===== src/rtl/pt_walker.sv =====
module pt_walker #(
  parameter int CTX_W = 8
) (
  input  logic              clk,
  input  logic              rst_n,
  input  logic              xlat_en,
  input  logic [31:0]       root_ptr,
  input  logic [CTX_W-1:0]  ctx_id,
  input  logic              req_valid,
  output logic              req_ready,
  input  logic [31:0]       req_va,
  input  logic              req_write,
  output logic              rsp_valid,
  output logic [1:0]        rsp_err,
  output logic [35:0]       rsp_pa,
  output logic [31:0]       rsp_pte,
  output logic              mem_req,
  output logic              mem_we,
  output logic [35:0]       mem_addr,
  output logic [31:0]       mem_wdata,
  input  logic              mem_ready,
  input  logic [31:0]       mem_rdata
);
  localparam int PA_W = 36;
  localparam logic [1:0] E_OK = 2'd0, E_INV = 2'd1, E_XLT = 2'd2;

  typedef enum logic [2:0] {S_IDLE, S_ROOT, S_L1, S_L2, S_L3, S_WB, S_DONE} st_t;

  st_t              st;
  logic [31:0]      va_q, pte_q;
  logic             wr_q;
  logic [PA_W-1:0]  addr_q;
  logic [1:0]       lvl_q, err_q;

  logic             walking, need_wb;
  logic [1:0]       etype, lvl_here;
  logic [PA_W-1:0]  base_nxt, idx;
  logic [31:0]      upd;

  assign walking  = (st == S_ROOT) || (st == S_L1) || (st == S_L2) || (st == S_L3);
  assign etype    = mem_rdata[1:0];
  assign base_nxt = {mem_rdata[31:2], 6'b0};
  assign need_wb  = !mem_rdata[5] || (wr_q && !mem_rdata[6]);
  assign upd      = mem_rdata | 32'h20 | (wr_q ? 32'h40 : 32'h0);

  always_comb begin
    idx      = '0;
    lvl_here = 2'd0;
    case (st)
      S_ROOT: idx = {26'b0, va_q[31:24], 2'b0};
      S_L1:   begin idx = {28'b0, va_q[23:18], 2'b0}; lvl_here = 2'd1; end
      S_L2:   begin idx = {28'b0, va_q[17:12], 2'b0}; lvl_here = 2'd2; end
      S_L3:   lvl_here = 2'd3;
      default: ;
    endcase
  end

  always_ff @(posedge clk) begin
    if (!rst_n) begin
      st     <= S_IDLE;
      va_q   <= '0;
      wr_q   <= 1'b0;
      pte_q  <= '0;
      addr_q <= '0;
      lvl_q  <= '0;
      err_q  <= E_OK;
    end else begin
      case (st)
        S_IDLE: if (req_valid) begin
          va_q  <= req_va;
          wr_q  <= req_write;
          pte_q <= '0;
          err_q <= E_OK;
          lvl_q <= 2'd0;
          if (!xlat_en) st <= S_DONE;
          else begin
            addr_q <= (PA_W'(root_ptr) << 4) + (PA_W'(ctx_id) << 4);
            st     <= S_ROOT;
          end
        end
        S_ROOT, S_L1, S_L2, S_L3: if (mem_ready) begin
          case (etype)
            2'd1: if (st == S_L3) begin
              err_q <= E_XLT; pte_q <= mem_rdata; st <= S_DONE;
            end else begin
              addr_q <= base_nxt + idx;
              st     <= (st == S_ROOT) ? S_L1 : (st == S_L1) ? S_L2 : S_L3;
            end
            2'd2: if (st == S_ROOT) begin
              err_q <= E_XLT; pte_q <= mem_rdata; st <= S_DONE;
            end else begin
              pte_q <= upd;
              lvl_q <= lvl_here;
              st    <= need_wb ? S_WB : S_DONE;
            end
            2'd0: begin err_q <= E_INV; pte_q <= mem_rdata; st <= S_DONE; end
            default: begin err_q <= E_XLT; pte_q <= mem_rdata; st <= S_DONE; end
          endcase
        end
        S_WB:   if (mem_ready) st <= S_DONE;
        S_DONE: st <= S_IDLE;
        default: st <= S_IDLE;
      endcase
    end
  end

  assign req_ready = (st == S_IDLE);
  assign rsp_valid = (st == S_DONE);
  assign rsp_err   = err_q;
  assign rsp_pte   = pte_q;
  assign mem_req   = walking || (st == S_WB);
  assign mem_we    = (st == S_WB);
  assign mem_addr  = addr_q;
  assign mem_wdata = pte_q;

  always_comb begin
    if (err_q != E_OK) rsp_pa = '0;
    else case (lvl_q)
      2'd1:    rsp_pa = {pte_q[31:8], 12'b0} + {12'b0, va_q[23:0]};
      2'd2:    rsp_pa = {pte_q[31:8], 12'b0} + {18'b0, va_q[17:0]};
      2'd3:    rsp_pa = {pte_q[31:8], 12'b0} + {24'b0, va_q[11:0]};
      default: rsp_pa = {4'b0, va_q};
    endcase
  end
endmodule


===== config.mk =====
export PLATFORM = sky130hd
export DESIGN_NAME = pt_walker
export DESIGN_NICKNAME = d
export VERILOG_FILES = /design/src/rtl/pt_walker.sv
export SDC_FILE = /design/constraint.sdc
export NUM_CORES = 1
export LEC_CHECK = 0
export CORE_MARGIN = 2
export CORE_UTILIZATION = 59
export DETAILED_ROUTE_END_ITERATION = 6
export DONT_BUFFER_PORTS = 1
export PLACE_DENSITY = 0.85
export SLEW_MARGIN = 5
export SYNTH_ARGS = -nofsm -noshare
export SYNTH_HDL_FRONTEND = slang
export SYNTH_SLANG_ARGS = --single-unit

===== constraint.sdc =====
create_clock -name clk -period 3.2 [get_ports clk]
set_input_delay 0 -clock clk [delete_from_list [all_inputs] [get_ports clk]]
set_output_delay 0 -clock clk [all_outputs]
set_load 0.02 [all_outputs]

### Word level (Yosys, flattened, before mapping)

Index checks and enable logic that the tools add are counted.

| storage, ports and cells | value |
|---|---|
| bits in registers | 108 |
| bits of input ports | 110 |
| output and inout port bits | 142 |
| word-level logic and storage cells | 91 |

| cells by class | value |
|---|---|
| add/sub/neg operators | 5 |
| equal/unequal tests | 21 |
| mux-type cells | 38 |
| bitwise logic cells | 1 |
| reductions and logical operators | 19 |

Operators with widths:

| cell | number |
|---|---|
| $mux W36 | 6 |
| $mux W32 | 4 |
| $pmux W32 S2 | 2 |
| $pmux W36 S3 | 1 |
| $add A36 B12 Y36 | 2 |
| $pmux W36 S2 | 1 |
| $add A36 B18 Y36 | 1 |
| $add A36 B24 Y36 | 1 |
| $add A36 B36 Y36 | 1 |
| $or A32 B7 Y32 | 1 |
| $pmux W10 S3 | 1 |
| $mux W3 | 7 |
| $mux W2 | 9 |
| $ne A2 B2 Y1 const B | 6 |
| $pmux W2 S3 | 2 |
| $reduce_and A5 Y1 | 2 |
| $eq A3 B3 Y1 const B | 3 |
| $pmux W3 S3 | 1 |
| $pmux W2 S2 | 2 |
| $mux W7 | 1 |
| $eq A2 B2 Y1 const B | 3 |
| $eq A3 B2 Y1 const B | 2 |
| $ne A3 B3 Y1 const B | 2 |
| $pmux W3 S2 | 1 |
| other kinds (14) | 22 |

### Longest topological paths before layout

| logic depth | value |
|---|---|
| word-level depth | 8 |
| depth in mapped cells | 15 |
| depth with buffers taken out | 12 |

### Least setup slack after synthesis

Ideal clock, no wire load.

| path | value |
|---|---|
| path type | register to register |
| start point | reg st[0] |
| end point | reg addr_q[35], in the netlist mem_addr[35] |
| library setup time | 129 ps |
| data arrival time | 3185 ps |
| data required time | 3071 ps |
| setup slack | -114 ps |
| stages on the path, launching flop included | 16 |
| path buffers | 4 |
| clock period less this slack | 3314 ps |
| cell sequence | dfxtp_1 > buf_2 > clkbuf_1 > clkbuf_1 > mux2_2 > a22oi_1 > nor2_1 > ha_1 > a211o_1 > a21oi_1 > or3_1 > buf_2 > or2_4 > nor2_1 > xnor2_1 > o221ai_2 |

| between the ends | value |
|---|---|
| cells in the longest elaborated chain, start to end | 7 |
| elaborated cells on any way between the ends | 19 |
| those cells by class | add/sub (1); eq/ne (9); mux (5); reduce/logical (4) |

RTL lines:

| element | RTL line | text |
|---|---|---|
| start: declaration | 29 | `st_t st;` |
| start signal: assignment | 87 | `st <= (st == S_ROOT) ? S_L1 : (st == S_L1) ? S_L2 : S_L3;` |
| start signal: assignment | 94 | `st <= need_wb ? S_WB : S_DONE;` |
| $eq A3 B2 Y1 / $eq A3 B1 Y1 (equally long branches) | 49, 68 |  |
| $pmux W10 S3 | 49 | `case (st)` |
| $add A36 B36 Y36 | 86 | `addr_q <= base_nxt + idx;` |
| $mux W36 | 83 | `2'd1: if (st == S_L3) begin` |
| $mux W36 | 82 | `case (etype)` |
| $mux W36 | 81 | `S_ROOT, S_L1, S_L2, S_L3: if (mem_ready) begin` |
| $pmux W36 S2 | 68 | `case (st)` |
| end signal: assignment | 77 | `addr_q <= (PA_W'(root_ptr) << 4) + (PA_W'(ctx_id) << 4);` |
| end signal: assignment | 86 |  |
| end: declaration | 32 | `logic [PA_W-1:0] addr_q;` |

Parallel ways exist; a longest one is shown, timed or not. The select of a mux whose other input is x is not followed.
A chain may end at the register's enable or synchronous reset.

### Worst setup path after layout

| path | value |
|---|---|
| start point | reg lvl_q[0] |
| end point | out rsp_pa[30] |

| between the ends | value |
|---|---|
| cells in the longest elaborated chain, start to end | 3 |
| elaborated cells on any way between the ends | 5 |
| those cells by class | eq/ne (3); mux (2) |

RTL lines:

| element | RTL line | text |
|---|---|---|
| start: declaration | 33 | `logic [1:0] lvl_q, err_q;` |
| start signal: assignment | 93 | `lvl_q <= lvl_here;` |
| $eq A2 B2 Y1 / $eq A2 B1 Y1 (equally long branches) | 118 | `else case (lvl_q)` |
| $pmux W36 S3 (*) | 118 |  |
| $mux W36 (*) | 117 | `if (err_q != E_OK) rsp_pa = '0;` |
| end: declaration | 15 | `output logic [35:0] rsp_pa,` |

Mark *: on every way between the ends. The rest lies on a longest branch, timed or not.

==> reports/results.ini <==
[detailed_routing]
via_count=7796
routedWlPerCell_um=20.4
drt_iter0_drc=727
routed_via_density=6.22
drc=0
drt-pass1-iter-count=5
drt_wl_total_mm=25.6
ant_nets=0

[worst_hold_path]
hold_depth=4
whs_endpoint=mem_addr[18]
hp-class=in -> reg
hold_start=mem_rdata[13]

[synth]
avgSynthCellArea_um2=7.36
synth_edf_count=0
yosysWarnings=0
seq_area_frac_synth_pct=28.3
synth_area_mm2=0.00750
synthArstFlopShare_pct=0
synth-main-ff-cell=dfxtp_1
synth-seq-cells=106
ys_types=65
syn_inst=1019

[finish]
drive_above_1_share_pct=9.33
fillers=1016
diodes=0
nNetsFinal=1220
synthToLayoutAreaGrowth_pct=18.6

[floorplan]
coreArea_mm2=0.0125
die_h_um=117
initial_core_util_pct=59.9
dieArea_mm2=0.0136
die_x_um=117
row_count=41
num_io_pins=252

[worst_setup_path]
rr_startpoint=st[0]
crit_type=reg -> out
cp.required_ns=3.20
slowest_delay_ns=0.51
endpoint_kind=output pin
rr_endpoint=mem_addr[32]
critPathMaxFanout=8
reg2regPathDepth=12
cp.arrival_ns=3.05
path_cells=inv_1 > ha_2 > nor2b_1 > ha_1 > nand4_1 > a21oi_2 > o31ai_4 > or3b_2 > xor2_1 > o22ai_1 > buf_4
regToRegSetupSlack_ns=0.15
cp_slowest_cell=or3b_2
startpoint_type=flop

[clocking]
clkSinkCount=106
cts_tree=done
cts_buffer_depth=2
ctsHtreeMaxLevel=3
postCtsSetupBuffers=0
path_clk_slew_ns=0.08
cts_inserted_buffers=9
insertion_delay_ns=0.36
root_buffer=clkbuf_16

[outcome]
outcome=complete, no violations

[place]
io_buffers=0
dp_hpwl_mm=17.1
place.gp.congestion=0.968

[power_and_ir_drop]
power.leakage_nw=3.47
ir_drop_v=0.000396
power_w=0.00594
power_density_mw_per_mm2=667

[sta]
slew_headroom_pct=36.9
post-route-min-period_ns=3.05
fin_crit_sh_pct=95.2
max_slew.worst_pin.slew_ns=0.946
final-hold-violation-count=0
rsz0062_at_grt=no
max_freq_mhz=328
skew_ns=0.00476
tns_ns=0
maxSlewViolCount=0
setup_viol=0

[grt]
antenna_found_initial=0
grt_pass1_wl_mm=38.1
grt_pass1_vias=7225
overflow=0
grt_max_degree=88
track_usage_pct=36.0

[job]
drv_cap=0

-- synthesized netlist by cell type (2+ instances only) --
cell type,instances,area [µm²]
and2_1,18,113
or2_2,7,43.8
ha_1,30,375
nand2_1,155,582
fa_1,3,60.1
nand2b_1,7,43.8
xnor2_1,37,324
o22ai_1,8,50.1
clkbuf_1,51,191
nand4_1,12,75.1
mux2_2,6,67.6
nand3_1,56,280
and4_1,4,35.0
nor3_1,23,115
a31oi_1,8,50.1
o21ai_0,45,225
nor2b_1,11,68.8
a211oi_1,12,90.1
o21a_1,8,60.1
o221ai_1,7,61.3
a221oi_1,12,105
nor2_1,75,282
dfxtp_1,106,2120
and3_1,15,93.8
nor4_1,4,25.0
a21o_1,7,52.6
buf_4,34,255
a22oi_1,15,113
a21oi_1,115,576
a2bb2oi_1,2,17.5
a22o_1,2,17.5
a2111o_1,2,22.5
inv_1,21,78.8
o221a_2,2,22.5
a221o_1,3,30.0
a21boi_0,4,30.0
o211ai_1,9,67.6
xor2_1,31,272
nor3b_1,8,60.1
or3b_2,2,17.5
o21ba_2,3,30.0
buf_2,6,30.0
o22a_1,3,26.3
or3_1,7,43.8
buf_1,3,11.3
-- metrics by stage --
stage | utilization, % | hold WS, ns | instance area (µm²) | worst slack [ns] | instances
3_3_place_gp | 60.4 | 0.138 | 7560 | 0.229 | 1140
6_report | 71.1 | 0.00736 | 8890 | 0.153 | 1254
3_5_place_dp | 60.4 | 0.136 | 7560 | 0.0935 | 1140
5_1_grt | 71.1 | 0.0356 | 8890 | 0.00536 | 1254
2_1_floorplan | - | 0.136 | 7500 | 0.0469 | 1020
4_1_cts | 70.7 | 0.000227 | 8850 | 0.0266 | 1254
-- final cells by class --
class	instances	area, µm²	share of cell area, %
Clock buffer	9	225	2.53
Clock inverter	7	77.6	0.872
Inverter	22	82.6	0.928
Multi-Input combinational cell	798	4870	54.8
Sequential cell	106	2120	23.9
Tap cell	172	215	2.42
Timing Repair Buffer	140	1300	14.6
-- metal layers --
metal	track usage, %	up-vias	part of all wire (%)
li1	-	3691	-
met1	44.1	3510	39
met2	58.2	509	45
met3	11.1	86	12
met4	16.5	0	4.0
met5	0	-	0
-- how the worst max path moves through the flow --
stage                        start      endpoint  slack [ns]  cells after the start
final                     lvl_q[0]    rsp_pa[30]        0.15                     11
after global routing      lvl_q[0]    rsp_pa[27]       0.005                     11
after CTS                 lvl_q[0]    rsp_pa[25]        0.03                     10
after detailed placement     st[0]  mem_addr[32]        0.09                     12
after global placement       st[0]  mem_addr[32]        0.23                     12
after floorplan              st[2]  mem_addr[32]        0.05                     12
-- worst max-delay path: cells and delay by family (launching register included) --
family	cells	cell delay [ns]
simple gates	3	0.71
fa+ha+maj	2	0.64
compound gates	3	0.58
flops	1	0.33
buf+inv	2	0.26
xor+xnor	1	0.16
-- what timing repair did --
| item | in CTS | in global routing |
|---|---|---|
| setup endpoints to repair | 4 | 17 |
| gates resized for setup | 3 | 13 |
| pin swaps | 0 | 2 |
| hold buffers | 98 | 0 |
| endpoints found under the hold margin | 98 | 0 |
-- report_power, final --
part	total (W)	leakage [nW]	internal (W)	switching (W)
Combinational	0.00275	2.45	0.000915	0.00183
Clock	0.00116	0.146	0.000615	0.000547
Sequential	0.00203	0.866	0.00156	0.000473
Total	0.00594	3.47	0.00309	0.00285
-- cells in the final DEF, fill, tap and decap left out, types with 8 or more instances in the layout --
cell type,instances
clkbuf_16,9
and3_1,15
o21a_1,8
nand3_1,56
dlygate4sd3_1,98
nor3b_1,8
nand2_1,155
o211ai_1,9
dfxtp_1,105
ha_1,28
a21oi_1,113
xor2_1,31
a211oi_1,11
xnor2_1,36
o21ai_0,43
a22oi_1,15
nor3_1,23
buf_4,42
a31oi_1,8
and2_1,18
nor2_1,73
nand4_1,12
nor2b_1,10
inv_1,21
a221oi_1,10
-- sequential cells by signal (all words and copies together), names as in the netlist --
register   cells
lvl_q          2
mem_addr      34
mem_wdata     32
rsp_err        2
st             3
va_q          32
wr_q           1
-- logic make-up after synthesis --
kind of cell	count (synthesis)	share of synthesized area, %
AOI/OAI and AO/OA	275	23.3
xor gates and xnor gates	68	7.94
adders and majority gates	33	5.81
buffers and inverters	116	7.61
DFF	106	28.3
muxes	7	1.03
other	1	0.0500
and+or+nand+nor	413	26.0
No activity file was read; power rests on OpenSTA's default activity.
